### config.mk
export PLATFORM = sky130hd
export DESIGN_NAME = int_alu
export DESIGN_NICKNAME = d
export VERILOG_FILES = /design/src/rtl/int_alu_pkg.sv /design/src/rtl/alu_addsub.sv /design/src/rtl/alu_shift.sv /design/src/rtl/alu_logic.sv /design/src/rtl/int_alu.sv
export SDC_FILE = /design/constraint.sdc
export NUM_CORES = 1
export LEC_CHECK = 0
export BUFFER_PORTS_ARGS = -buffer_cell sky130_fd_sc_hd__buf_2
export CORE_UTILIZATION = 56
export DETAILED_ROUTE_END_ITERATION = 6
export PLACE_DENSITY = 0.81
export SLEW_MARGIN = 15
export SYNTH_ARGS = -nofsm -noshare
export SYNTH_HDL_FRONTEND = slang
export SYNTH_SLANG_ARGS = --single-unit
### constraint.sdc
create_clock -name vclk -period 6.1
set_clock_uncertainty 0.1 [all_clocks]
set_input_delay 0.61 -clock vclk [all_inputs]
set_output_delay 0.61 -clock vclk [all_outputs]
set_load 0.01 [all_outputs]
### src/rtl/int_alu_pkg.sv
package int_alu_pkg;

  localparam int OP_W = 4;

  typedef enum logic [OP_W-1:0] {
    OP_ADD  = 4'd0,
    OP_SUB  = 4'd1,
    OP_SLL  = 4'd2,
    OP_SLT  = 4'd3,
    OP_SLTU = 4'd4,
    OP_XOR  = 4'd5,
    OP_SRL  = 4'd6,
    OP_SRA  = 4'd7,
    OP_OR   = 4'd8,
    OP_AND  = 4'd9
  } alu_op_e;

  typedef enum logic [1:0] {
    LG_AND = 2'd0,
    LG_OR  = 2'd1,
    LG_XOR = 2'd2
  } logic_fn_e;

endpackage

### src/rtl/alu_addsub.sv
module alu_addsub #(
  parameter int W = 32
) (
  input  logic [W-1:0] a,
  input  logic [W-1:0] b,
  input  logic         sub,
  output logic [W-1:0] res,
  output logic         lt_s,
  output logic         lt_u
);

  // One adder: subtraction is a + ~b + 1; the carry out is a "no borrow" bit.
  function automatic logic [W:0] f_add_ext(input logic [W-1:0] x,
                                           input logic [W-1:0] y,
                                           input logic         neg);
    logic [W-1:0] y_eff;
    y_eff = neg ? ~y : y;
    return {1'b0, x} + {1'b0, y_eff} + {{W{1'b0}}, neg};
  endfunction

  logic [W:0] ext_sum;
  logic       carry_out;
  logic       sign_split;

  always_comb begin
    ext_sum    = f_add_ext(a, b, sub);
    carry_out  = ext_sum[W];
    res        = ext_sum[W-1:0];
    sign_split = a[W-1] ^ b[W-1];
    lt_u       = ~carry_out;
    lt_s       = sign_split ? a[W-1] : res[W-1];
  end

  always_comb begin
    if (!sub) a_r1_add_inverse: assert ((res - b) == a);
    if (sub)  a_r2_sub_inverse: assert ((res + b) == a);
    if (sub && sign_split) a_r8_slt_mixed_sign: assert (lt_s == a[W-1]);
    if (sub) a_r9_sltu_order: assert (lt_u == (a < b));
  end

endmodule

### src/rtl/alu_shift.sv
module alu_shift #(
  parameter int W   = 32,
  parameter int SHW = $clog2(W)
) (
  input  logic [W-1:0]   val,
  input  logic [SHW-1:0] shamt,
  input  logic           dir_left,
  input  logic           arith,
  output logic [W-1:0]   res
);

  function automatic logic [W-1:0] f_rev(input logic [W-1:0] x);
    logic [W-1:0] r;
    for (int i = 0; i < W; i++) r[i] = x[W-1-i];
    return r;
  endfunction

  logic         fill_bit;
  logic [W-1:0] stg [0:SHW];

  // Left shifts reuse the right-shifting stages on a bit-reversed operand.
  assign fill_bit = arith & ~dir_left & val[W-1];
  assign stg[0]   = dir_left ? f_rev(val) : val;

  for (genvar k = 0; k < SHW; k++) begin : g_stage
    localparam int STEP = 1 << k;
    assign stg[k+1] = shamt[k] ? {{STEP{fill_bit}}, stg[k][W-1:STEP]} : stg[k];
  end

  assign res = dir_left ? f_rev(stg[SHW]) : stg[SHW];

  always_comb begin
    if (dir_left)
      a_r4_sll_low_zero: assert ((res & ((W'(1) << shamt) - W'(1))) == '0);
    if (!dir_left && !arith && shamt != '0)
      a_r5_srl_top_zero: assert (res[W-1] == 1'b0);
    if (!dir_left && arith)
      a_r6_sra_sign_kept: assert (res[W-1] == val[W-1]);
  end

endmodule

### src/rtl/alu_logic.sv
module alu_logic
  import int_alu_pkg::*;
#(
  parameter int W = 32
) (
  input  logic [W-1:0] a,
  input  logic [W-1:0] b,
  input  logic_fn_e    fn,
  output logic [W-1:0] res
);

  always_comb begin
    unique case (fn)
      LG_AND:  res = a & b;
      LG_OR:   res = a | b;
      LG_XOR:  res = a ^ b;
      default: res = '0;
    endcase
  end

  always_comb begin
    if (fn == LG_XOR) a_r3_xor_undo: assert ((res ^ b) == a);
    if (fn == LG_AND) a_r3_and_subset: assert ((res & ~a) == '0);
  end

endmodule

### src/rtl/int_alu.sv
module int_alu
  import int_alu_pkg::*;
#(
  parameter int W = 32
) (
  input  logic [3:0]   op_sel,
  input  logic [W-1:0] opnd_a,
  input  logic [W-1:0] opnd_b,
  output logic [W-1:0] result,
  output logic         zero
);

  localparam int SHW = $clog2(W);

  alu_op_e      op;
  logic         use_sub;
  logic [W-1:0] as_res;
  logic         as_lt_s;
  logic         as_lt_u;
  logic [W-1:0] sh_res;
  logic         sh_left;
  logic         sh_arith;
  logic [SHW-1:0] sh_amt;
  logic [W-1:0] lg_res;
  logic_fn_e    lg_fn;

  assign op       = alu_op_e'(op_sel);
  assign use_sub  = (op == OP_SUB) || (op == OP_SLT) || (op == OP_SLTU);
  assign sh_left  = (op == OP_SLL);
  assign sh_arith = (op == OP_SRA);
  assign sh_amt   = opnd_b[SHW-1:0];

  always_comb begin
    case (op)
      OP_OR:   lg_fn = LG_OR;
      OP_XOR:  lg_fn = LG_XOR;
      default: lg_fn = LG_AND;
    endcase
  end

  alu_addsub #(.W(W)) u_addsub (
    .a    (opnd_a),
    .b    (opnd_b),
    .sub  (use_sub),
    .res  (as_res),
    .lt_s (as_lt_s),
    .lt_u (as_lt_u)
  );

  alu_shift #(.W(W), .SHW(SHW)) u_shift (
    .val      (opnd_a),
    .shamt    (sh_amt),
    .dir_left (sh_left),
    .arith    (sh_arith),
    .res      (sh_res)
  );

  alu_logic #(.W(W)) u_logic (
    .a   (opnd_a),
    .b   (opnd_b),
    .fn  (lg_fn),
    .res (lg_res)
  );

  always_comb begin
    case (op)
      OP_ADD, OP_SUB:        result = as_res;
      OP_SLT:                result = {{(W-1){1'b0}}, as_lt_s};
      OP_SLTU:               result = {{(W-1){1'b0}}, as_lt_u};
      OP_SLL, OP_SRL, OP_SRA: result = sh_res;
      OP_AND, OP_OR, OP_XOR: result = lg_res;
      default:               result = '0;
    endcase
  end

  assign zero = ~|result;

  always_comb begin
    if (op_sel > 4'd9) a_r10_unused_zero: assert (zero && result == '0);
    if (op == OP_SLT || op == OP_SLTU)
      a_r8_compare_word: assert (result[W-1:1] == '0);
    if (op == OP_SLT && opnd_a == opnd_b) a_r8_equal_not_less: assert (!zero == 1'b0);
    if (op == OP_SLTU && opnd_a == opnd_b) a_r9_equal_not_less: assert (zero);
  end

endmodule

==> key figures <==
Route
  • Routed vias: 10519
  • DRC violations left: 6
  • WL/cell: 27.77 um
  • Final wirelength: ~39000 um
  • Post-DRT Antenna Nets: 0
  • Drt initial violations: 2160
  • TritonRoute pass-1 iters: 7
  • Detail-routed via count per cell: roughly 7.5

Logic synthesis
  • Post-synthesis sequential area ratio: 0%
  • Post-synth top area cell: ha_1
  • Top post-synthesis cells by area: ha_1, mux4_2, mux2i_1, nor2_1, a21oi_1
  • Syn Std Cell Area: 0.007806 mm2
  • Post-synth top area share: roughly 16%
  • Mean post-synth cell area: 6.902 um2
  • Post-Synthesis Cells: between 1000 and 1500
  • Yosys cell types: 77
  • Synthesized Nets: 1297
  • YS warnings: 0

Cells and area
  • Final Instance Count excl. Fillers: 1394
  • Area grow syn2layout: 14.02%
  • Clock buffer count: 0
  • Storage element area: 0 um2
  • Final-stage net count: 1386
  • Antenna cells: 0
  • Layout cells sized above 1: 21.26%
  • Sequential cell count: 0

Worst setup path
  • Startpoint types: input pin
  • Critical path, cell by cell: buf_2 > or3b_2 > a21oi_4 > buf_6 > xnor2_1 > ha_1 > a21oi_2 > o2111ai_1 > a31oi_1 > mux2i_2 > buf_4 > nand4_1 > or4_1 > or4_1 > or4_1 > nor4_2 > buf_2
  • Worst EP arrival: 5.33 ns
  • CP required: 5.39 ns
  • Crit end category: output port
  • Worst Path Max Fanout: 6
  • Worst path slowest cell: or4_1
  • Worst path most repeated cell: or4_1
  • Crit-path max cell delay: 0.57 ns
  • Worst setup path class: input pin to output port

Place
  • PortBufs: 101
  • Post-DP HPWL: 29870 um
  • Routability cong.: 1.140
  • # placed instances: 1389

Power
  • Sequential power share: 0%
  • Internal: 0.3700 mW
  • Worst VDD drop: 0.1005 mV
  • Clock Power Share: 0%
  • Leak: 3.960 nW
  • Combinational share of power: 100.0%
  • Pwr/cell area: about 110 mW/mm2
  • Pwr Total: 1.022 mW
  • Switch Pwr: roughly 0.65 mW
  • Net Sw Frac: 63.80%

Global route
  • Largest net degree at the start of global routing: 59
  • Top Usage Layer GRT: met2
  • Global-route wire length before repair: roughly 57000 um
  • Vias in the first global route: 9595
  • GR Util met1: 66.11%
  • Initial antenna violation count: 0
  • Gr usage total: a little over half
  • Grt met2 use: 76.47%
  • GRT Residual Overflow: 0
  • Met3 usage: 17.92%

Timing
  • Slew @ Worst Pin: 0.9251 ns
  • Final Slew Violations: 0
  • WHS: about 1.8 ns
  • Final hold vios: 0
  • Endpoints failing setup: 0
  • Final cycle utilization of the critical path: 99.04%
  • Min Tclk post-route: 6.042 ns
  • Slew HR: a little under two fifths
  • FMAX: 165.5 MHz

Flow run
  • Max cap viols: 0

Min path
  • Worst Hold Class: input pin to output port

Die
  • Die Ht: 120.1 um
  • Row count: 42
  • Die area: between 0.01 and 0.015 mm2
  • Chip width: 120.1 um
  • Initial Utilization: about three fifths
  • Core Region: 0.01340 mm2
  • Ports: 101

Status
  • Failing checks: DRC
  • Outcome: finished with violations

Clocking
  • Post-cts hold buffer count: 0
path summary, 6_finish.rpt:
kind,from,endpoint,slack (ns),cells past startpoint
max,op_sel[0],zero,0.06,17
min,opnd_b[30],result[30],1.80,7
worst max-delay path: cells and delay by family:
kind | cells | cell delay (ns)
AND/OR/NAND/NOR | 6 | 2.27
XOR/XNOR | 1 | 0.14
buffers and inverters | 4 | 0.63
AO/OA/AOI/OAI | 4 | 1.02
multiplexers | 1 | 0.35
adder cells (fa/ha/maj) | 1 | 0.32
cell type report:
class              count  area, um2
fillers             1199       4499
inverters             72      270.3
multi-input cells    977       7367
well taps            176      220.2
repair buffers       169       1044
through the flow:
stage                     cell area, um2  utilization [%]  TNS [ns]  setup slack [ns]
final                               8901            66.42         0           0.05844
after global routing                8901            66.42  -0.01933          -0.01933
after CTS                           8712            65.01         0           0.03513
after detailed placement            8712            65.01         0           0.03545
after floorplan                     7806                -         0            0.1134
after global placement              8712            65.01         0          0.007984
placed cells by master (no fill, tap or decap), types with 26 or more instances in the layout:
master	Yosys	final
nand3_1	35	35
ha_1	97	95
xnor2_1	44	43
a221oi_1	30	29
buf_2	8	101
nor2_1	108	107
o211ai_1	26	26
inv_1	70	70
mux2i_1	49	48
o21ai_0	53	52
nor3_1	36	34
nand2_1	103	103
a21oi_1	79	69
buf_4	0	63
power by group through the flow:
stage	registers (mW)	logic (mW)	clock network (mW)
2_1_floorplan	0	0.584	0
3_3_place_gp	0	0.923	0
3_5_place_dp	0	0.925	0
6_report	0	1.02	0
4_1_cts	0	0.929	0
5_1_grt	0	1.06	0
cell usage after synthesis, types with 15 or more instances:
cell and instances:
ha_1 97, a221oi_1 30, buf_1 15, nor2_1 108, clkbuf_1 57, o22ai_1 22
a21oi_1 79, mux2i_1 49, xnor2_1 44, nand2_1 103, o21ai_0 53, a22oi_1 15
o211ai_1 26, nor3_1 36, nand3_1 35, mux4_2 22, inv_1 70
timing repair:
item,CTS,global route
gates resized for setup,0,32
endpoints found under the hold margin,0,0
setup endpoints to repair,0,1
buffers inserted,0,4
routing by layer:
| metal | wire length [um] | up-vias |
|---|---|---|
| li1 | - | 4473 |
| met1 | 13710 | 4787 |
| met2 | 15530 | 978 |
| met3 | 6268 | 281 |
| met4 | 3197 | 0 |
| met5 | 0 | - |
cell families (layout without fill, tap and decap cells):
family / after synthesis / count (layout) / share of synthesized area [%]
mux: 86 / 86 / 14.94
buf+inv: 154 / 241 / 7.726
xor+xnor: 49 / 49 / 5.498
simple gates: 387 / 387 / 24.22
fa+ha+maj: 98 / 98 / 15.80
compound gates: 357 / 357 / 31.82
Note: power is estimated with default switching activity, not from simulation.
